File: config.mk
export PLATFORM = sky130hd
export DESIGN_NAME = trig_line_router
export DESIGN_NICKNAME = d
export VERILOG_FILES = /design/src/rtl/trl_pkg.sv /design/src/rtl/line_sync.sv /design/src/rtl/pulse_stretch.sv /design/src/rtl/line_drv.sv /design/src/rtl/trig_line_router.sv
export SDC_FILE = /design/constraint.sdc
export NUM_CORES = 1
export LEC_CHECK = 0
export ABC_AREA = 1
export CAP_MARGIN = 10
export CORE_ASPECT_RATIO = 1.4
export CORE_UTILIZATION = 60
export CTS_BUF_LIST = sky130_fd_sc_hd__clkbuf_4
export DETAILED_ROUTE_END_ITERATION = 6
export DONT_BUFFER_PORTS = 1
export PLACE_DENSITY_LB_ADDON = 0.2
export SLEW_MARGIN = 20
export SYNTH_ARGS = -nofsm -noshare
export SYNTH_HDL_FRONTEND = slang
export SYNTH_SLANG_ARGS = --single-unit
File: constraint.sdc
create_clock -name clk -period 1.8 [get_ports clk]
set_input_delay 0.36 -clock clk [delete_from_list [all_inputs] [get_ports clk]]
set_output_delay 0.36 -clock clk [all_outputs]
set_load 0.005 [all_outputs]
File: src/rtl/trl_pkg.sv
// Shared types for the trigger line router: output source codes.
package trl_pkg;
    typedef enum logic [2:0] {
        OSRC_LOW   = 3'd0,
        OSRC_HIGH  = 3'd1,
        OSRC_START = 3'd2,
        OSRC_STOP  = 3'd3,
        OSRC_EOA   = 3'd4,
        OSRC_SCLK  = 3'd5,
        OSRC_ANA   = 3'd6,
        OSRC_FREQ  = 3'd7
    } osrc_e;
endpackage

File: src/rtl/line_sync.sv
// Synchronizes one pad input into the clk domain and detects rising edges.
// Assumes: pin is asynchronous; the output is gated to 0 while the line drives.
module line_sync #(
    parameter int STAGES = 2
) (
    input  logic clk,
    input  logic rst_n,
    input  logic pin,
    input  logic is_input,
    output logic rx,
    output logic rise
);
    logic [STAGES-1:0] sh;
    logic              prev;

    // Shift the pad value through the synchronizer and keep the last stage.
    always_ff @(posedge clk) begin
        if (!rst_n) begin
            sh   <= '0;
            prev <= 1'b0;
        end else begin
            sh   <= {sh[STAGES-2:0], pin};
            prev <= sh[STAGES-1];
        end
    end

    assign rx   = is_input & sh[STAGES-1];
    assign rise = is_input & sh[STAGES-1] & ~prev;
endmodule

File: src/rtl/pulse_stretch.sv
// Stretches a one-cycle trigger into a high level lasting LEN ticks.
// Assumes: trig is sampled only while idle; triggers during a pulse are dropped.
module pulse_stretch #(
    parameter int LEN = 2
) (
    input  logic clk,
    input  logic rst_n,
    input  logic tick,
    input  logic trig,
    output logic pulse
);
    localparam int CW = (LEN > 1) ? $clog2(LEN) : 1;

    logic [CW-1:0] cnt;

    // Start on an idle trigger, count ticks while high, drop after LEN ticks.
    always_ff @(posedge clk) begin
        if (!rst_n) begin
            pulse <= 1'b0;
            cnt   <= '0;
        end else if (!pulse) begin
            if (trig) begin
                pulse <= 1'b1;
                cnt   <= '0;
            end
        end else if (tick) begin
            if (cnt == CW'(LEN - 1)) pulse <= 1'b0;
            else                     cnt   <= cnt + 1'b1;
        end
    end
endmodule

File: src/rtl/line_drv.sv
// Output multiplexer for one line: picks the source and applies direction.
// Assumes: all sources are already in the clk domain or are pass-through levels.
module line_drv
    import trl_pkg::*;
(
    input  logic       drive,
    input  logic [2:0] osel,
    input  logic       start_p,
    input  logic       stop_p,
    input  logic       eoa_p,
    input  logic       sclk_line,
    input  logic       ana,
    input  logic       freq,
    output logic       oe,
    output logic       dout
);
    logic val;

    // Select the value the line would carry when driving.
    always_comb begin
        unique case (osrc_e'(osel))
            OSRC_LOW:   val = 1'b0;
            OSRC_HIGH:  val = 1'b1;
            OSRC_START: val = start_p;
            OSRC_STOP:  val = stop_p;
            OSRC_EOA:   val = eoa_p;
            OSRC_SCLK:  val = sclk_line;
            OSRC_ANA:   val = ana;
            OSRC_FREQ:  val = freq;
            default:    val = 1'b0;
        endcase
    end

    assign oe   = drive;
    assign dout = drive & val;
endmodule

File: src/rtl/trig_line_router.sv
// Top of the trigger line router: configuration registers, event source
// selection, sample clock selection, pulse stretchers and per-line drivers.
// Assumes: clk is the timebase; int_sclk, ana_cmp, freq_in, sw_start and
// eoa_req are already synchronous to clk; line_in is asynchronous.
module trig_line_router #(
    parameter int NLINES      = 2,
    parameter int TRIG_CYC    = 2,
    parameter int EOA_PER     = 2,
    parameter int SYNC_STAGES = 2,
    localparam int SEL_W      = $clog2(NLINES + 2)
) (
    input  logic                  clk,
    input  logic                  rst_n,
    input  logic                  cfg_load,
    input  logic [NLINES-1:0]     cfg_dir,
    input  logic [3*NLINES-1:0]   cfg_osel,
    input  logic [SEL_W-1:0]      cfg_start_sel,
    input  logic [SEL_W-1:0]      cfg_stop_sel,
    input  logic [SEL_W-1:0]      cfg_sclk_sel,
    input  logic                  cfg_sclk_en,
    input  logic                  cfg_bp_en,
    input  logic                  sw_start,
    input  logic                  ana_cmp,
    input  logic                  freq_in,
    input  logic                  int_sclk,
    input  logic                  eoa_req,
    input  logic [NLINES-1:0]     line_in,
    output logic [NLINES-1:0]     line_oe,
    output logic [NLINES-1:0]     line_out,
    output logic                  start_pulse,
    output logic                  stop_pulse,
    output logic                  eoa_pulse,
    output logic                  samp_clk,
    output logic                  bp_sclk
);
    logic [NLINES-1:0] dir_q;
    logic [2:0]        osel_q [NLINES];
    logic [SEL_W-1:0]  start_sel_q, stop_sel_q, sclk_sel_q;
    logic              sclk_en_q, bp_en_q;

    logic [NLINES-1:0] line_rx, line_rise;
    logic              ana_q, ana_rise;
    logic              start_ev, stop_ev;
    logic              sclk_sel, sclk_prev, samp_rise;
    logic              sclk_line;

    // Hold the configuration; load it only on the strobe.
    always_ff @(posedge clk) begin
        if (!rst_n) begin
            dir_q       <= '0;
            start_sel_q <= '0;
            stop_sel_q  <= '0;
            sclk_sel_q  <= '0;
            sclk_en_q   <= 1'b0;
            bp_en_q     <= 1'b0;
            for (int i = 0; i < NLINES; i++) osel_q[i] <= '0;
        end else if (cfg_load) begin
            dir_q       <= cfg_dir;
            start_sel_q <= cfg_start_sel;
            stop_sel_q  <= cfg_stop_sel;
            sclk_sel_q  <= cfg_sclk_sel;
            sclk_en_q   <= cfg_sclk_en;
            bp_en_q     <= cfg_bp_en;
            for (int i = 0; i < NLINES; i++) osel_q[i] <= cfg_osel[3*i +: 3];
        end
    end

    // Remember the comparator level and the selected sample clock for edge detection.
    always_ff @(posedge clk) begin
        if (!rst_n) begin
            ana_q     <= 1'b0;
            sclk_prev <= 1'b0;
        end else begin
            ana_q     <= ana_cmp;
            sclk_prev <= sclk_sel;
        end
    end

    assign ana_rise  = ana_cmp & ~ana_q;
    assign samp_rise = sclk_sel & ~sclk_prev;

    // Route the selected sources to the start and stop events and the sample clock.
    always_comb begin
        start_ev = 1'b0;
        stop_ev  = 1'b0;
        sclk_sel = int_sclk;
        if (start_sel_q == SEL_W'(0)) start_ev = sw_start;
        if (start_sel_q == SEL_W'(1)) start_ev = ana_rise;
        if (stop_sel_q  == SEL_W'(1)) stop_ev  = ana_rise;
        for (int i = 0; i < NLINES; i++) begin
            if (start_sel_q == SEL_W'(i + 2)) start_ev = line_rise[i];
            if (stop_sel_q  == SEL_W'(i + 2)) stop_ev  = line_rise[i];
            if (sclk_sel_q  == SEL_W'(i + 2)) sclk_sel = line_rx[i];
        end
    end

    assign samp_clk  = sclk_sel;
    assign bp_sclk   = bp_en_q & sclk_sel;
    assign sclk_line = sclk_en_q ? sclk_sel : 1'b1;

    pulse_stretch #(.LEN(TRIG_CYC)) u_start (
        .clk(clk), .rst_n(rst_n), .tick(1'b1), .trig(start_ev), .pulse(start_pulse)
    );
    pulse_stretch #(.LEN(TRIG_CYC)) u_stop (
        .clk(clk), .rst_n(rst_n), .tick(1'b1), .trig(stop_ev), .pulse(stop_pulse)
    );
    pulse_stretch #(.LEN(EOA_PER)) u_eoa (
        .clk(clk), .rst_n(rst_n), .tick(samp_rise), .trig(eoa_req & samp_rise),
        .pulse(eoa_pulse)
    );

    for (genvar g = 0; g < NLINES; g++) begin : g_line
        line_sync #(.STAGES(SYNC_STAGES)) u_sync (
            .clk(clk), .rst_n(rst_n), .pin(line_in[g]), .is_input(~dir_q[g]),
            .rx(line_rx[g]), .rise(line_rise[g])
        );
        line_drv u_drv (
            .drive(dir_q[g]), .osel(osel_q[g]), .start_p(start_pulse),
            .stop_p(stop_pulse), .eoa_p(eoa_pulse), .sclk_line(sclk_line),
            .ana(ana_cmp), .freq(freq_in), .oe(line_oe[g]), .dout(line_out[g])
        );
    end
endmodule

==> results of run 1 <==
## routing by layer
layer / track usage (%) / part of all wire [%] / vias up
li1: - / - / 566
met1: 23.2 / 39 / 504
met2: 42.6 / 55 / 26
met3: 8.84 / 5.0 / 8
met4: 11.6 / 1.7 / 0
met5: 0 / 0 / -
## sequential cells by signal, summed over array words and instances, names as in the netlist, 2 cells and up
| register | count |
|---|---|
| stop_sel_q | 2 |
| sclk_sel_q | 2 |
| g_line.u_sync.sh | 4 |
| start_sel_q | 2 |
| osel_q | 6 |
| g_line.u_sync.prev | 2 |
| dir_q | 2 |
## worst register-to-register path, stage by stage, from the launching register on
cell     delay, ns
dfxtp_1       0.34
inv_2         0.09
nand2_2       0.08
nand2_2       0.11
nand3_4       0.10
nor2_2        0.15
nand2_1       0.08
nor2_1        0.09
nor2_1        0.05
## metrics by stage
stage / hold WS, ns / std cells
2_1_floorplan: 0.390 / 179
5_1_grt: 0.115 / 207
3_5_place_dp: 0.402 / 194
6_report: 0.114 / 207
4_1_cts: 0.111 / 202
3_3_place_gp: 0.394 / 194
## layout make-up
class | count | share of cell area [%]
Clock buffer | 5 | 2.50
Clock inverter | 3 | 2.67
Inverter | 38 | 9.50
Multi-Input combinational cell | 103 | 36.5
Sequential cell | 30 | 44.0
Tap cell | 22 | 1.83
Timing Repair Buffer | 6 | 3.00
## worst min path at each step
stage	from	end	slack (ns)
after floorplan	g_line[0].u_sync.sh[0]	g_line[0].u_sync.sh[1]	0.39
after global placement	g_line[1].u_sync.sh[0]	g_line[1].u_sync.sh[1]	0.39
after detailed placement	g_line[0].u_sync.sh[0]	g_line[0].u_sync.sh[1]	0.40
after CTS	rst_n	ana_q	0.11
after global routing	rst_n	ana_q	0.11
final	ana_cmp	ana_q	0.11
## timing repair
action / CTS / global route
setup buffers: 0 / 5
gates resized for setup: 0 / 3
hold buffers: 0 / 0
setup endpoints to repair: 0 / 2
## cells in the mapped netlist
library cell / instances
or2_1: 1
nand2_1: 27
a21oi_1: 10
nand3b_1: 1
buf_6: 1
clkbuf_1: 1
nand2_2: 4
a31oi_1: 1
edfxtp_1: 6
buf_2: 2
o21bai_1: 2
nor2_4: 1
and2_1: 1
nand3_4: 1
nand4_1: 4
or2_4: 1
o21ai_2: 9
o21ai_1: 2
nor2_2: 1
buf_4: 4
o21ai_0: 4
nor2_1: 16
dfxtp_1: 24
inv_1: 32
inv_2: 6
nor3_1: 1
nand3_1: 16
## report_power, final
part           switching [mW]  internal (mW)  leakage [nW]
Clock                   0.239          0.287        0.0450
Combinational          0.0924         0.0641         0.390
Sequential             0.0330          0.730         0.262
Total                   0.364           1.08         0.698
## kinds of logic after synthesis
family | share of synthesized area [%]
simple gates | 25.8
buf+inv | 14.1
flops | 47.2
compound gates | 12.9
==> results.sh, run 1 <==
export IMPL_clock_path_buffers=2
export IMPL_critical_path_slowest_cell="dfxtp_1"
export IMPL_antennaDiodeCount=0
export IMPL_die_area_um2=2530
export IMPL_slew_headroom_pct=62.4
export IMPL_min_path_type="in2reg"
export IMPL_cts_tree="done"
export IMPL_synth_top_area_share_pct=34.3
export IMPL_crit_arrival_ns=1.36
export IMPL_start_util_pct=64.3
export IMPL_setup_viol=0
export IMPL_multi_input_area_um2=548
export IMPL_cp_common_cell="nand2_2"
export IMPL_period_needed_ns=1.72
export IMPL_stdcell_area_um2=1500
export IMPL_finalCritPeriodShare_pct=95.7
export IMPL_setup_tns_ns=0
export IMPL_start_kind="flop"
export IMPL_fin_nets=210
export IMPL_tightest_slew_ns=0.565
export IMPL_end_kind="output port"
export IMPL_clock_sinks=30
export IMPL_drt_wl_total_mm=2.70
export IMPL_post_route_drc_count=0
export IMPL_dp_slack_ns=0.438
export IMPL_mostFrequentLayoutCells="inv_1 (31), nand2_1 (27), dfxtp_1 (24)"
export IMPL_antenna_left=0
export IMPL_critPathMaxFanout=5
export IMPL_drtIter0Drc=37
export IMPL_area_growth_pct=7.33
export IMPL_cts_root_buf="clkbuf_4"
export IMPL_synth_cell_types=27
export IMPL_p_leak_nw=0.698
export IMPL_report_power_total_mw=1.45
export IMPL_r2r_start="dir_q[0]"
export IMPL_crit_start="dir_q[0]"
export IMPL_syn_inst=179
export IMPL_antenna_found_initial=0
export IMPL_cts_buffers=5
export IMPL_grt_use_total_pct=23.6
export IMPL_grt_pass1_vias=1054
export IMPL_rows=20
export IMPL_critical_path_class="reg2out"
export IMPL_path_cells="inv_2 > nand2_2 > nand2_2 > nand3_4 > nand3_1 > nand2_1 > a21oi_2"
export IMPL_dp_hpwl_mm=1.92
export IMPL_io_pins=35
export IMPL_die_h_um=59.1
export IMPL_worstSkewPairLatency_ns=0.34
export IMPL_final_common_cell="inv_1"
export IMPL_dpl_instance_area_um2=1380
export IMPL_register_area_um2=661
export IMPL_syn_nets=205
export IMPL_yosysWarningCount=0
export IMPL_cpLargestDelayFamily="simple AND/OR/NAND/NOR gates"
export IMPL_crit_end="line_out[1]"
export IMPL_max_stage_delay_ns=0.34
export IMPL_layout_drive_gt1_share_pct=21.6
export IMPL_drv_slew=0
export IMPL_place_gp_congestion=0.859
export IMPL_avgSynthCellArea_um2=7.81
export IMPL_port_buffers=0
export IMPL_final_util_pct=69.0
export IMPL_fill_cells=193
export IMPL_grt_pass1_wl_mm=4.28
export IMPL_rr_worst_depth=8
export IMPL_ff2ff_setup_slack_ns=0.63
export IMPL_avgRoutedWirePerCell_um=13.1
export IMPL_p_per_area_nw_per_um2=963
export IMPL_finalWorstSetupSlack_ns=0.0776
export IMPL_clkSlewWorstSetupHoldPaths_ns=0.10
export IMPL_hold_viol=0
export IMPL_synthTopCellsByArea="dfxtp_1 (34%), edfxtp_1 (13%), inv_1 (8.6%)"
export IMPL_cap_violations=0
export IMPL_route_vias_total=1104
export IMPL_vdd_drop_max_v=0.000927
export IMPL_h_tree_depth=2
export IMPL_die_w_um=42.8
export IMPL_overflow=0
export IMPL_fmax_mhz=581
export IMPL_syn_area_um2=1400
export IMPL_cp_required_ns=1.44
export IMPL_via_per_inst=5.33
export IMPL_rr_endpoint="u_eoa.cnt"
export IMPL_path_buf_inv=1
export IMPL_grt_max_degree=23
export IMPL_min_path_cells=2
export IMPL_finClkSkew_ns=0.0128
export IMPL_synth_top_area_cell="dfxtp_1"
export IMPL_status="complete, no violations"
export IMPL_yosysSeqAreaShare_pct=47.2
export IMPL_fp_coreArea_um2=2180
export IMPL_dr_pass1_iters=4
export IMPL_synth_seq_cells=30
export IMPL_crit_cells=7
Note: power is estimated with default switching activity, not from simulation.
==> inputs of run 2 (changes only) <==
CORE_UTILIZATION = 65   (was 60)
==> results.sh, run 2 (same netlist as run 1, synthesis figures left out) <==
export IMPL_wl_met1_mm=1.08
export IMPL_worstSkewPairLatency_ns=0.32
export IMPL_wl_met2_mm=1.56
export IMPL_antenna_found_initial=0
export IMPL_end_kind="output port"
export IMPL_dp_slack_ns=0.437
export IMPL_mostFrequentLayoutCells="inv_1 (30), nand2_1 (27), dfxtp_1 (23)"
export IMPL_route_vias_total=1111
export IMPL_cts_tree="done"
export IMPL_layout_drive_gt1_share_pct=22.4
export IMPL_place_gp_congestion=0.762
export IMPL_p_leak_nw=0.676
export IMPL_h_tree_depth=2
export IMPL_finalWorstSetupSlack_ns=0.0787
export IMPL_dr_pass1_iters=4
export IMPL_final_common_cell="inv_1"
export IMPL_period_needed_ns=1.72
export IMPL_post_route_drc_count=0
export IMPL_antennaDiodeCount=0
export IMPL_tightest_slew_ns=0.290
export IMPL_cp_required_ns=1.44
export IMPL_fp_coreArea_um2=2000
export IMPL_dp_hpwl_mm=2.15
export IMPL_clockPowerShare_pct=29.1
export IMPL_cts_buffers=5
export IMPL_die_area_um2=2340
export IMPL_vdd_drop_max_v=0.000749
export IMPL_clock_path_buffers=2
export IMPL_cap_violations=0
export IMPL_area_growth_pct=5.19
export IMPL_port_buffers=0
export IMPL_clock_sinks=30
export IMPL_die_w_um=41.2
export IMPL_drtIter0Drc=31
export IMPL_dr_wl_met3_um=156
export IMPL_setup_viol=0
export IMPL_sw_frac_of_total_pct=26.8
export IMPL_clkSlewWorstSetupHoldPaths_ns=0.09
export IMPL_overflow=0
export IMPL_grt_pass1_vias=1080
export IMPL_finClkSkew_ns=0.00915
export IMPL_start_util_pct=70.1
export IMPL_via_per_inst=5.45
export IMPL_critical_path_class="reg2out"
export IMPL_crit_arrival_ns=1.36
export IMPL_hold_viol=0
export IMPL_fin_nets=208
export IMPL_critPathMaxFanout=5
export IMPL_drv_slew=0
export IMPL_antenna_left=0
export IMPL_p_per_area_nw_per_um2=885
export IMPL_drt_wl_total_mm=2.82
export IMPL_min_path_type="in2reg"
export IMPL_io_pins=35
export IMPL_hold_buffers=0
export IMPL_p_switching_mw=0.349
export IMPL_internal_power_mw=0.953
export IMPL_grt_pass1_wl_mm=4.38
export IMPL_cts_root_buf="clkbuf_4"
export IMPL_pwr_share_comb_pct=12.0
export IMPL_status="complete, no violations"
export IMPL_top_layer="met4"
export IMPL_fill_cells=151
export IMPL_rows=19
export IMPL_pwr_share_seq_pct=58.9
export IMPL_reg_largest_list="osel_q x6, g_line.u_sync.sh x4"
export IMPL_grt_use_total_pct=27.7
export IMPL_top_register="osel_q"
export IMPL_fmax_mhz=581
export IMPL_start_kind="flop"
export IMPL_grt_max_degree=23
export IMPL_avgRoutedWirePerCell_um=13.8
export IMPL_setup_tns_ns=0
export IMPL_largest_reg_flops=6
export IMPL_finalCritPeriodShare_pct=95.6
export IMPL_die_h_um=56.9
export IMPL_slew_headroom_pct=80.6
-- run 2: final cells by class --
type | instances | area, um2 | area share, %
repair buffers | 4 | 30.0 | 2.04
well taps | 21 | 26.3 | 1.79
flip-flops and latches | 30 | 662 | 45.0
clock inverters | 2 | 8.76 | 0.595
inverters | 38 | 143 | 9.69
multi-input cells | 103 | 557 | 37.8
clock buffers | 6 | 45.0 | 3.06
-- run 2: through the flow --
stage	cell area [um2]	cells	hold WS (ns)	power (mW)	utilization, %
floorplan	1400	179	0.390	0.904	-
global placement	1380	193	0.397	0.913	69.0
detailed placement	1380	193	0.409	0.925	69.0
CTS	1430	201	0.122	1.30	71.7
global route	1470	204	0.126	1.36	73.7
finish	1470	204	0.130	1.30	73.7
-- run 2: worst max-delay path, stage by stage, from the launching register on --
cell and delay, ns:
dfxtp_2 0.35, inv_2 0.09, nand2_2 0.07, nand2_2 0.11, nand3_4 0.11, nand3_2 0.09
nand2_1 0.07, a21oi_2 0.15
-- run 2: final timing paths --
path              cells past startpoint                     end                   start  slack (ns)
hold reg to reg                       2  g_line[1].u_sync.sh[1]  g_line[1].u_sync.sh[0]        0.42
setup / recovery                      7             line_out[0]                dir_q[0]        0.08
setup reg to reg                      8               u_eoa.cnt                dir_q[0]        0.64
hold / removal                        2                   ana_q                   rst_n        0.13
-- run 2: metal layers --
metal	global-route usage, %	vias to the layer above
li1	-	563
met1	26.9	509
met2	50.0	36
met3	7.51	3
met4	11.1	0
met5	0	-
-- run 2: timing repair --
action | 4_1_cts | 5_1_grt
gates resized for setup | 0 | 7
endpoints found under the setup margin | 0 | 2
setup buffers | 0 | 3
-- run 2: power by group through the flow --
stage	combinational (mW)	sequential (mW)	clock (mW)
floorplan	0.136	0.769	0
global placement	0.136	0.776	0
detailed placement	0.146	0.780	0
CTS	0.146	0.764	0.388
global route	0.177	0.773	0.410
finish	0.157	0.767	0.378
